$ cat config.mk
export PLATFORM = sky130hd
export DESIGN_NAME = throttle_duty_ctrl
export DESIGN_NICKNAME = d
export VERILOG_FILES = /design/src/rtl/thr_pkg.sv /design/src/rtl/thr_regs.sv /design/src/rtl/thr_len.sv /design/src/rtl/thr_seq.sv /design/src/rtl/throttle_duty_ctrl.sv
export SDC_FILE = /design/constraint.sdc
export NUM_CORES = 1
export LEC_CHECK = 0
export ABC_AREA = 1
export BUFFER_PORTS_ARGS = -buffer_cell sky130_fd_sc_hd__buf_2
export CAP_MARGIN = 20
export CORE_ASPECT_RATIO = 0.75
export CORE_MARGIN = 2
export CORE_UTILIZATION = 45
export DETAILED_ROUTE_END_ITERATION = 10
export SYNTH_ARGS = -nofsm -noshare
export SYNTH_HDL_FRONTEND = slang
export SYNTH_SLANG_ARGS = --single-unit
export TNS_END_PERCENT = 50
$ cat constraint.sdc
create_clock -name clk -period 4.7 [get_ports clk]
set_input_delay 0 -clock clk [delete_from_list [all_inputs] [get_ports clk]]
set_output_delay 0 -clock clk [all_outputs]
set_load 0.01 [all_outputs]
$ cat src/rtl/thr_pkg.sv
package thr_pkg;
  typedef enum logic [1:0] {
    ST_IDLE  = 2'd0,
    ST_DELAY = 2'd1,
    ST_ACT   = 2'd2,
    ST_SUS   = 2'd3
  } thr_state_e;
endpackage

$ cat src/rtl/thr_regs.sv
module thr_regs #(
  parameter int DLY_W  = 12,
  parameter int SCL_W  = 8,
  parameter int CV_W   = 4,
  parameter int EVT_N  = 6,
  parameter int DATA_W = 16,
  parameter int AW     = 2
) (
  input  logic              clk,
  input  logic              rst,
  input  logic              cfg_wr,
  input  logic [AW-1:0]     cfg_addr,
  input  logic [DATA_W-1:0] cfg_wdata,
  output logic [DATA_W-1:0] cfg_rdata,
  input  logic              trig_rd,
  input  logic [EVT_N-1:0]  wake_evt,
  output logic [DLY_W-1:0]  dly_q,
  output logic [SCL_W-1:0]  scl_q,
  output logic [CV_W-1:0]   cv_q,
  output logic              status_q,
  output logic              kill,
  output logic              start
);
  localparam int STAT_BIT = DLY_W;

  logic wr_dly, wr_scl, wr_cv, abort_wr;
  logic [DATA_W-1:0] rd_c;

  assign wr_dly   = cfg_wr && (cfg_addr == AW'(0));
  assign wr_scl   = cfg_wr && (cfg_addr == AW'(1));
  assign wr_cv    = cfg_wr && (cfg_addr == AW'(2));
  assign abort_wr = wr_dly && cfg_wdata[STAT_BIT];
  assign kill     = (|wake_evt) || abort_wr;
  assign start    = trig_rd && !status_q && !kill;

  always_ff @(posedge clk) begin
    if (rst) begin
      dly_q    <= '0;
      scl_q    <= '0;
      cv_q     <= '0;
      status_q <= 1'b0;
    end else begin
      if (wr_dly) dly_q <= cfg_wdata[DLY_W-1:0];
      if (wr_scl) scl_q <= cfg_wdata[SCL_W-1:0];
      if (wr_cv)  cv_q  <= cfg_wdata[CV_W-1:0];
      if (kill)       status_q <= 1'b0;
      else if (start) status_q <= 1'b1;
    end
  end

  always_comb begin
    rd_c = '0;
    case (cfg_addr)
      AW'(0): begin
        rd_c[DLY_W-1:0] = dly_q;
        rd_c[STAT_BIT]  = status_q;
      end
      AW'(1): rd_c[SCL_W-1:0] = scl_q;
      AW'(2): rd_c[CV_W-1:0]  = cv_q;
      default: rd_c = '0;
    endcase
  end

  always_ff @(posedge clk) begin
    if (rst) cfg_rdata <= '0;
    else     cfg_rdata <= rd_c;
  end
endmodule

$ cat src/rtl/thr_len.sv
module thr_len #(
  parameter int DLY_W = 12,
  parameter int SCL_W = 8,
  parameter int CV_W  = 4,
  parameter int SHIFT = 4,
  parameter int CNT_W = 16
) (
  input  logic [DLY_W-1:0] dly,
  input  logic [SCL_W-1:0] scl,
  input  logic [CV_W-1:0]  cv,
  output logic [CNT_W-1:0] dly_len,
  output logic [CNT_W-1:0] act_len,
  output logic [CNT_W-1:0] sus_len
);
  logic [CV_W-1:0] cv_inv;

  // the suspend share is the complement of the clock value within its field
  assign cv_inv  = ~cv;
  assign dly_len = CNT_W'(dly) << SHIFT;
  assign act_len = (CNT_W'(scl) * CNT_W'(cv)) << SHIFT;
  assign sus_len = (CNT_W'(scl) * CNT_W'(cv_inv)) << SHIFT;
endmodule

$ cat src/rtl/thr_seq.sv
module thr_seq #(
  parameter int CNT_W = 16
) (
  input  logic              clk,
  input  logic              rst,
  input  logic              kill,
  input  logic              start,
  input  logic [CNT_W-1:0]  dly_len,
  input  logic [CNT_W-1:0]  act_len,
  input  logic [CNT_W-1:0]  sus_len,
  output thr_pkg::thr_state_e state,
  output logic [CNT_W-1:0]  cnt,
  output logic              suspend_out
);
  import thr_pkg::*;

  thr_state_e nxt, st_a, st_s;
  logic [CNT_W-1:0] ncnt, cnt_a, cnt_s;
  logic act_nz, sus_nz;

  assign act_nz = (act_len != '0);
  assign sus_nz = (sus_len != '0);

  // entry choices: active first (after delay or suspend), suspend first (after active)
  always_comb begin
    if (act_nz) begin
      st_a = ST_ACT; cnt_a = act_len - 1'b1;
    end else if (sus_nz) begin
      st_a = ST_SUS; cnt_a = sus_len - 1'b1;
    end else begin
      st_a = ST_ACT; cnt_a = '0;
    end
    if (sus_nz) begin
      st_s = ST_SUS; cnt_s = sus_len - 1'b1;
    end else if (act_nz) begin
      st_s = ST_ACT; cnt_s = act_len - 1'b1;
    end else begin
      st_s = ST_ACT; cnt_s = '0;
    end
  end

  always_comb begin
    nxt  = state;
    ncnt = cnt;
    if (kill) begin
      nxt  = ST_IDLE;
      ncnt = '0;
    end else begin
      case (state)
        ST_IDLE: if (start) begin
          if (dly_len != '0) begin
            nxt  = ST_DELAY;
            ncnt = dly_len - 1'b1;
          end else begin
            nxt  = st_a;
            ncnt = cnt_a;
          end
        end
        ST_DELAY, ST_SUS: begin
          if (cnt == '0) begin
            nxt  = st_a;
            ncnt = cnt_a;
          end else ncnt = cnt - 1'b1;
        end
        ST_ACT: begin
          if (cnt == '0) begin
            nxt  = st_s;
            ncnt = cnt_s;
          end else ncnt = cnt - 1'b1;
        end
        default: begin
          nxt  = ST_IDLE;
          ncnt = '0;
        end
      endcase
    end
  end

  always_ff @(posedge clk) begin
    if (rst) begin
      state       <= ST_IDLE;
      cnt         <= '0;
      suspend_out <= 1'b0;
    end else begin
      state       <= nxt;
      cnt         <= ncnt;
      suspend_out <= (nxt == ST_SUS);
    end
  end
endmodule

$ cat src/rtl/throttle_duty_ctrl.sv
module throttle_duty_ctrl #(
  parameter int DLY_W  = 12,
  parameter int SCL_W  = 8,
  parameter int CV_W   = 4,
  parameter int SHIFT  = 4,
  parameter int EVT_N  = 6,
  parameter int DATA_W = 16,
  parameter int AW     = 2
) (
  input  logic              clk,
  input  logic              rst,
  input  logic              cfg_wr,
  input  logic [AW-1:0]     cfg_addr,
  input  logic [DATA_W-1:0] cfg_wdata,
  output logic [DATA_W-1:0] cfg_rdata,
  input  logic              trig_rd,
  input  logic [EVT_N-1:0]  wake_evt,
  output logic              suspend_out
);
  localparam int PROD_W = SCL_W + CV_W + SHIFT;
  localparam int DLEN_W = DLY_W + SHIFT;
  localparam int CNT_W  = (PROD_W > DLEN_W) ? PROD_W : DLEN_W;

  logic [DLY_W-1:0] dly_q;
  logic [SCL_W-1:0] scl_q;
  logic [CV_W-1:0]  cv_q;
  logic             status_q, kill, start;
  logic [CNT_W-1:0] dly_len, act_len, sus_len, cnt;
  thr_pkg::thr_state_e state;

  thr_regs #(
    .DLY_W(DLY_W), .SCL_W(SCL_W), .CV_W(CV_W),
    .EVT_N(EVT_N), .DATA_W(DATA_W), .AW(AW)
  ) u_regs (
    .clk(clk), .rst(rst), .cfg_wr(cfg_wr), .cfg_addr(cfg_addr),
    .cfg_wdata(cfg_wdata), .cfg_rdata(cfg_rdata), .trig_rd(trig_rd),
    .wake_evt(wake_evt), .dly_q(dly_q), .scl_q(scl_q), .cv_q(cv_q),
    .status_q(status_q), .kill(kill), .start(start)
  );

  thr_len #(
    .DLY_W(DLY_W), .SCL_W(SCL_W), .CV_W(CV_W), .SHIFT(SHIFT), .CNT_W(CNT_W)
  ) u_len (
    .dly(dly_q), .scl(scl_q), .cv(cv_q),
    .dly_len(dly_len), .act_len(act_len), .sus_len(sus_len)
  );

  thr_seq #(
    .CNT_W(CNT_W)
  ) u_seq (
    .clk(clk), .rst(rst), .kill(kill), .start(start),
    .dly_len(dly_len), .act_len(act_len), .sus_len(sus_len),
    .state(state), .cnt(cnt), .suspend_out(suspend_out)
  );
endmodule

# Yosys cells after proc, flatten, opt, wreduce, memory -nomap -nowiden
# Cells that the tools add are included.
[op_classes]
multipliers = 2
n_bitwise = 2
muxes = 19
reduce_logical = 19
n_eq_ne = 7
addsub = 4
[ops]
columns = ["operator", "count"]
rows = [
  ["$mux W16", 8],
  ["$sub A16 B1 Y16 const B", 4],
  ["$pmux W16 S3", 1],
  ["$reduce_bool A16 Y1", 3],
  ["$mul A8 B4 Y12", 2],
  ["$logic_not A16 Y1", 1],
  ["$mux W2", 6],
  ["$pmux W4 S3", 1],
  ["$eq A2 B2 Y1 const B", 4],
  ["$pmux W4 S2", 1],
  ["$logic_and A1 B1 Y1", 6],
  ["$pmux W2 S3", 1],
  ["$reduce_or A2 Y1", 3],
  ["$reduce_or A6 Y1", 1],
  ["$eq A2 B1 Y1 const B", 2],
  ["$logic_not A2 Y1", 2],
  ["$not A4 Y4", 1],
  ["$logic_not A1 Y1", 2],
  ["$ne A2 B2 Y1 const B", 1],
  ["$logic_or A1 B1 Y1", 1],
  ["$mux W1", 1],
  ["$not A1 Y1", 1],
]
[word_totals]
inputBits = 28
reg_bits = 60
out_inout_bits = 17
word_cells = 63

# Depth between registers and ports, before layout
[depth]
ltp_word = 10
depth_mapped = 28
mapped_depth_nobuf = 26

# Modules after synthesis
# A second synthesis with hierarchy kept.
[hier_totals]
cells_unflattened = 1259
area_unflattened_um2 = 7582.3
[modules_own_cells]
columns = ["module", "cells_each", "seq_area_each_um2", "area_each_um2", "n_inst"]
rows = [
  ["thr_seq", 703, 380.4, 3711.1, 1],
  ["thr_len", 352, 0.0, 2199.6, 1],
  ["thr_regs", 204, 760.7, 1671.6, 1],
]

# Worst setup path after synthesis
# No wires, ideal clock.
[synth_path]
path_kind = "register -> register"
from = "register u_regs.cv_q[3]"
to = "register u_seq.cnt[9]"
setup_ns = 0.117
synth_period_minus_slack_ns = 3.948
arrival_time_ns = 3.831
setup_slack_ns = 0.752
t_required_ns = 4.583
path_stages_with_launch = 26
path_buffers = 3
path_cell_list = "dfxtp_1 > clkbuf_1 > clkbuf_1 > nor2_1 > fa_1 > inv_1 > fa_1 > inv_1 > ha_1 > nand2_1 > inv_1 > a21oi_1 > nand2_1 > nand2_1 > nand2_1 > nor2_2 > nand3_2 > nor2_8 > nor2_4 > buf_6 > nand2_2 > nand3_1 > nand3_1 > nand2_1 > nor2_1 > nor2_1"
[synth_between]
elab_chain_cells = 8
elab_cells_between_ends = 16
cone_classes = "add/sub: 2; mul: 2; mux: 9; bitwise: 1; reduce/logical: 2"
[synth_rtl]
columns = ["item", "line", "text"]
rows = [
  ["from (decl)", "thr_regs.sv:19", "output logic [CV_W-1:0] cv_q,"],
  ["from (signal assigned)", "thr_regs.sv:45", "if (wr_cv) cv_q <= cfg_wdata[CV_W-1:0];"],
  ["$not A4 Y4", "thr_len.sv:18", "assign cv_inv = ~cv;"],
  ["$mul A8 B4 Y12", "thr_len.sv:21", "assign sus_len = (CNT_W'(scl) * CNT_W'(cv_inv)) << SHIFT;"],
  ["$sub A16 B1 Y16 or $reduce_bool A16 Y1 (tied branches)", "thr_seq.sv:29, thr_seq.sv:34, thr_seq.sv:22", ""],
  ["$mux W16", "thr_seq.sv:28", "end else if (sus_nz) begin"],
  ["$mux W16", "thr_seq.sv:26", "if (act_nz) begin"],
  ["$mux W16", "thr_seq.sv:51", "if (dly_len != '0) begin"],
  ["$mux W16", "thr_seq.sv:50", "ST_IDLE: if (start) begin"],
  ["$pmux W16 S3 (*)", "thr_seq.sv:49", "case (state)"],
  ["to (signal assigned)", "thr_seq.sv:86", "cnt <= ncnt;"],
  ["to (decl)", "thr_seq.sv:12", "output logic [CNT_W-1:0] cnt,"],
]
# Mark *: on every way between the ends. The rest lies on a longest branch, timed or not. The select of a mux whose other input is x is not followed.
# A chain may end at the register's enable or synchronous reset.

# Worst setup path in the final report
[layout_path]
from = "register u_regs.scl_q[4]"
to = "register u_seq.cnt[5]"
[layout_between]
elab_chain_cells = 7
elab_cells_between_ends = 13
cone_classes = "mul: 2; mux: 9; reduce/logical: 2"
[layout_rtl]
columns = ["item", "line", "text"]
rows = [
  ["from (decl)", "thr_regs.sv:18", "output logic [SCL_W-1:0] scl_q,"],
  ["from (signal assigned)", "thr_regs.sv:44", "if (wr_scl) scl_q <= cfg_wdata[SCL_W-1:0];"],
  ["$mul A8 B4 Y12", "thr_len.sv:21", ""],
  ["$reduce_bool A16 Y1", "thr_seq.sv:22", "assign sus_nz = (sus_len != '0);"],
  ["$mux W16", "thr_seq.sv:28", ""],
  ["$mux W16", "thr_seq.sv:26", ""],
  ["$mux W16", "thr_seq.sv:51", ""],
  ["$mux W16", "thr_seq.sv:50", ""],
  ["$pmux W16 S3 (*)", "thr_seq.sv:49", ""],
]
# Marks and branches as above.

==> impl_metrics.toml <==
[hold_path]
min_path_type = "input pin to register"
min-delay-start = "cfg_wdata[1]"

[critical_path]
crit_path_start_kind = "register"
worstPathRequired_ps = 4940
crit_path_frequent_cell = "nand2_1"
critical-path-top-delay-family = "simple AND/OR/NAND/NOR gates"
critPathCaptureType = "register"
slowest_stage = "fa_1"
cp-startpoint = "u_regs.scl_q[4]$_SDFFE_PP0P_"
cp_slowest_stage_delay_ps = 540
timing.critical_path.fanout_max = 23
crit_chain = "inv_1, nor2_1, fa_1, inv_1, fa_1, inv_1, ha_1, nand2_1, inv_1, a21oi_1, nand2_1, nand2_1, nand2_1, nor2_2, nand3_2, nor2_8, nor2_4, nand2_1, nand2_1, nand2_1, nand2_1, nand3b_1, nand2_1, inv_1"
worstReg2RegStart = "u_regs.scl_q[4]$_SDFFE_PP0P_"
crit_type = "register to register"
worstPathBufferInverterCount = 5
crit_arrival_ps = 4480

[synth]
syn_inst = 1067
post-synth-top-area-fraction = 0.179
synth-seq-cells = 57
synth.avg_cell_area_um2 = 5.98
synth_top_area_cell = "dfxtp_1"
yosys_warnings = 0
netlist_top_cells_area = "dfxtp_1 (18%), nand2_1 (17%), inv_1 (11%)"
synth_area_um2 = 6380
synth.yosys.seq_area_share = 0.179
yosys.cell_types.count = 42

[floorplanning]
die_h_um = 107
core_um2 = 13800
start_util = 0.462
pin_count = 45
die_width_um = 141
dieArea_um2 = 15200
num_rows = 37

[sta]
tightest_slew_ps = 974
period_share = 0.902
fmax_mhz = 236
relSlewSlack = 0.348
final_max_slew_viol_count = 0
finalSetupTns_ps = 0
clock-skew-final_ps = 8.14
hold_viol = 0
setup_viol = 0
rsz0062_at_grt = "false"
finalCriticalPeriod_ps = 4240

[grt]
gr-usage-all-layers = 0.240
grt_pass1_wl_um = 29100
grt-ovfl-total = 0
grt_max_degree = 32
top_usage_layer = "met1"
met1_usage = 0.364
grt_use_met2 = 0.353
grt_antenna_before_repair = 0
grt_pass1_vias = 5993
use_met3 = 0.0326

[routing]
via_per_inst = 4.99
wl_per_cell_um = 13.5
drt_first_iter_violations = 449
ant_nets = 0
dr.pass1.iters = 6
drc = 0
totalWireLength_um = 17400
vias = 6447

[layout]
area_growth_syn_to_layout_pct = 12.1
diodes = 0
drive_above_1_share = 0.0966
n_fill_cell = 1420
postLayoutCoreUtil = 0.518
nNetsFinal = 1205

[pwr]
p_switching_mw = 0.693
p_comb_frac = 0.361
max-vdd-ir-drop_mv = 0.192
p_leak_nw = 4.10
power.share.clock = 0.355
seqPwrFrac = 0.284
p_int_mw = 1.14
p_per_area_nw_per_um2 = 256
switching_share = 0.378

[clock_tree]
clock-sinks = 57
clk_pin_slew_worst_paths_ps = 50
cts_max_path_buffers = 2
cts_buffers = 9
post_cts_buffers = 0
cts_htree_levels = 3
clock_latency_ps = 340
cts_root_buffer = "clkbuf_16"
cts_tree = "built"

[job]
maxCapViolCount = 0

[place]
place_hpwl_um = 13900
globalplace.congestion = 0.911
port_buffers = 38

[outcome]
run_status = "finished, final reports clean"
## path summary, 6_finish.rpt
kind,end,slack [ps],depth (start not counted)
setup reg to reg,u_seq.cnt[5]$_SDFFE_PP0P_,460,24
hold reg to reg,u_regs.cfg_rdata[12]$_SDFF_PP0_,460,2
setup / recovery,u_seq.cnt[5]$_SDFFE_PP0P_,460,24
hold / removal,u_regs.scl_q[1]$_SDFFE_PP0P_,10,3
## sequential cells by signal, indices dropped and copies added, names as in the netlist
register / flops
u_seq.cnt: 16
u_regs.cv_q: 4
u_regs.scl_q: 8
u_regs.status_q: 1
u_seq.suspend_out: 1
u_seq.state: 2
u_regs.dly_q: 12
u_regs.cfg_rdata: 13
## stage by stage
step                      cell area (um^2)  power [mW]  cells  hold slack, ps  setup WS (ps)
final                                 7150        1.83   1293            11.0            459
after global routing                  7150        1.97   1293            31.8            107
after CTS                             7140        1.84   1292           0.766            296
after detailed placement              6710        1.17   1263             221            322
after global placement                6710        1.17   1263             219            364
after floorplan                       6390        1.03   1069            69.1            752
## Yosys cell counts, drive strengths merged
| library cell | instances |
|---|---|
| nand3b | 10 |
| o21a | 1 |
| nand4 | 14 |
| clkinv | 1 |
| nand2 | 313 |
| buf | 12 |
| xnor2 | 7 |
| conb | 1 |
| o21ai | 69 |
| a21o | 2 |
| and3 | 2 |
| o21bai | 1 |
| xor2 | 14 |
| nor4 | 2 |
| or2 | 5 |
| a21oi | 43 |
| a31oi | 3 |
| o211ai | 1 |
| nor2 | 120 |
| inv | 187 |
| nand3 | 112 |
| ha | 40 |
| o221ai | 1 |
| clkbuf | 17 |
| nor3 | 8 |
| dfxtp | 57 |
| fa | 24 |
## kinds of logic (layout without fill, tap and decap cells)
kind of cell,after synthesis,in the layout,synth area share
XOR/XNOR,21,21,0.0300
flip-flops,57,57,0.179
buffers and inverters,217,266,0.136
AND/OR/NAND/NOR,586,586,0.399
other,1,3,0.000588
AO/OA/AOI/OAI,121,121,0.101
adder cells (fa/ha/maj),64,64,0.154
## area by class of cell
cell class	instances	area [um^2]	share of cell area
Clock buffer	10	229	0.0320
Clock inverter	6	68.8	0.00962
Inverter	188	706	0.0987
Multi-Input combinational cell	795	4380	0.613
Sequential cell	57	1140	0.160
Tap cell	175	219	0.0306
Timing Repair Buffer	62	403	0.0563
## routing by layer
layer	part of all wire	vias up
met5	0	-
met2	0.40	155
met3	0.053	15
met1	0.53	2848
li1	-	3429
met4	0.013	0
## power by group through the flow
stage	Combinational [mW]	Clock [mW]	Sequential, mW
floorplan	0.515	0	0.517
global placement	0.643	0	0.530
detailed placement	0.644	0	0.529
CTS	0.655	0.660	0.520
global route	0.760	0.684	0.522
finish	0.662	0.650	0.520
## what timing repair did
item,CTS,global route
resized for setup,0,3
setup endpoints to repair,0,13
endpoints found under the hold margin,22,0
hold buffers,13,0
## worst register-to-register path: stages (launching register included)
cell,delay [ps]
dfxtp_1,430
inv_1,190
nor2_1,80
fa_1,540
inv_1,60
fa_1,530
inv_1,40
ha_1,370
nand2_1,150
inv_1,50
a21oi_1,210
nand2_1,100
nand2_1,60
nand2_1,90
nor2_2,130
nand3_2,130
nor2_8,300
nor2_4,160
nand2_1,110
nand2_1,50
nand2_1,50
nand2_1,40
nand3b_1,150
nand2_1,70
inv_1,30
## placed cells by master (no fill, tap or decap), types with 9 or more instances in the layout
cell and n:
nor2_1 113, fa_1 24, xor2_1 14, dlygate4sd3_1 13, nand3_1 109, nand2_2 19
o21ai_0 62, a21oi_1 41, buf_4 11, ha_1 40, buf_2 38, nand3b_1 10
dfxtp_1 54, nand4_1 14, clkbuf_16 9, inv_1 185, nand2_1 294
(Power assumes the default switching activity.)
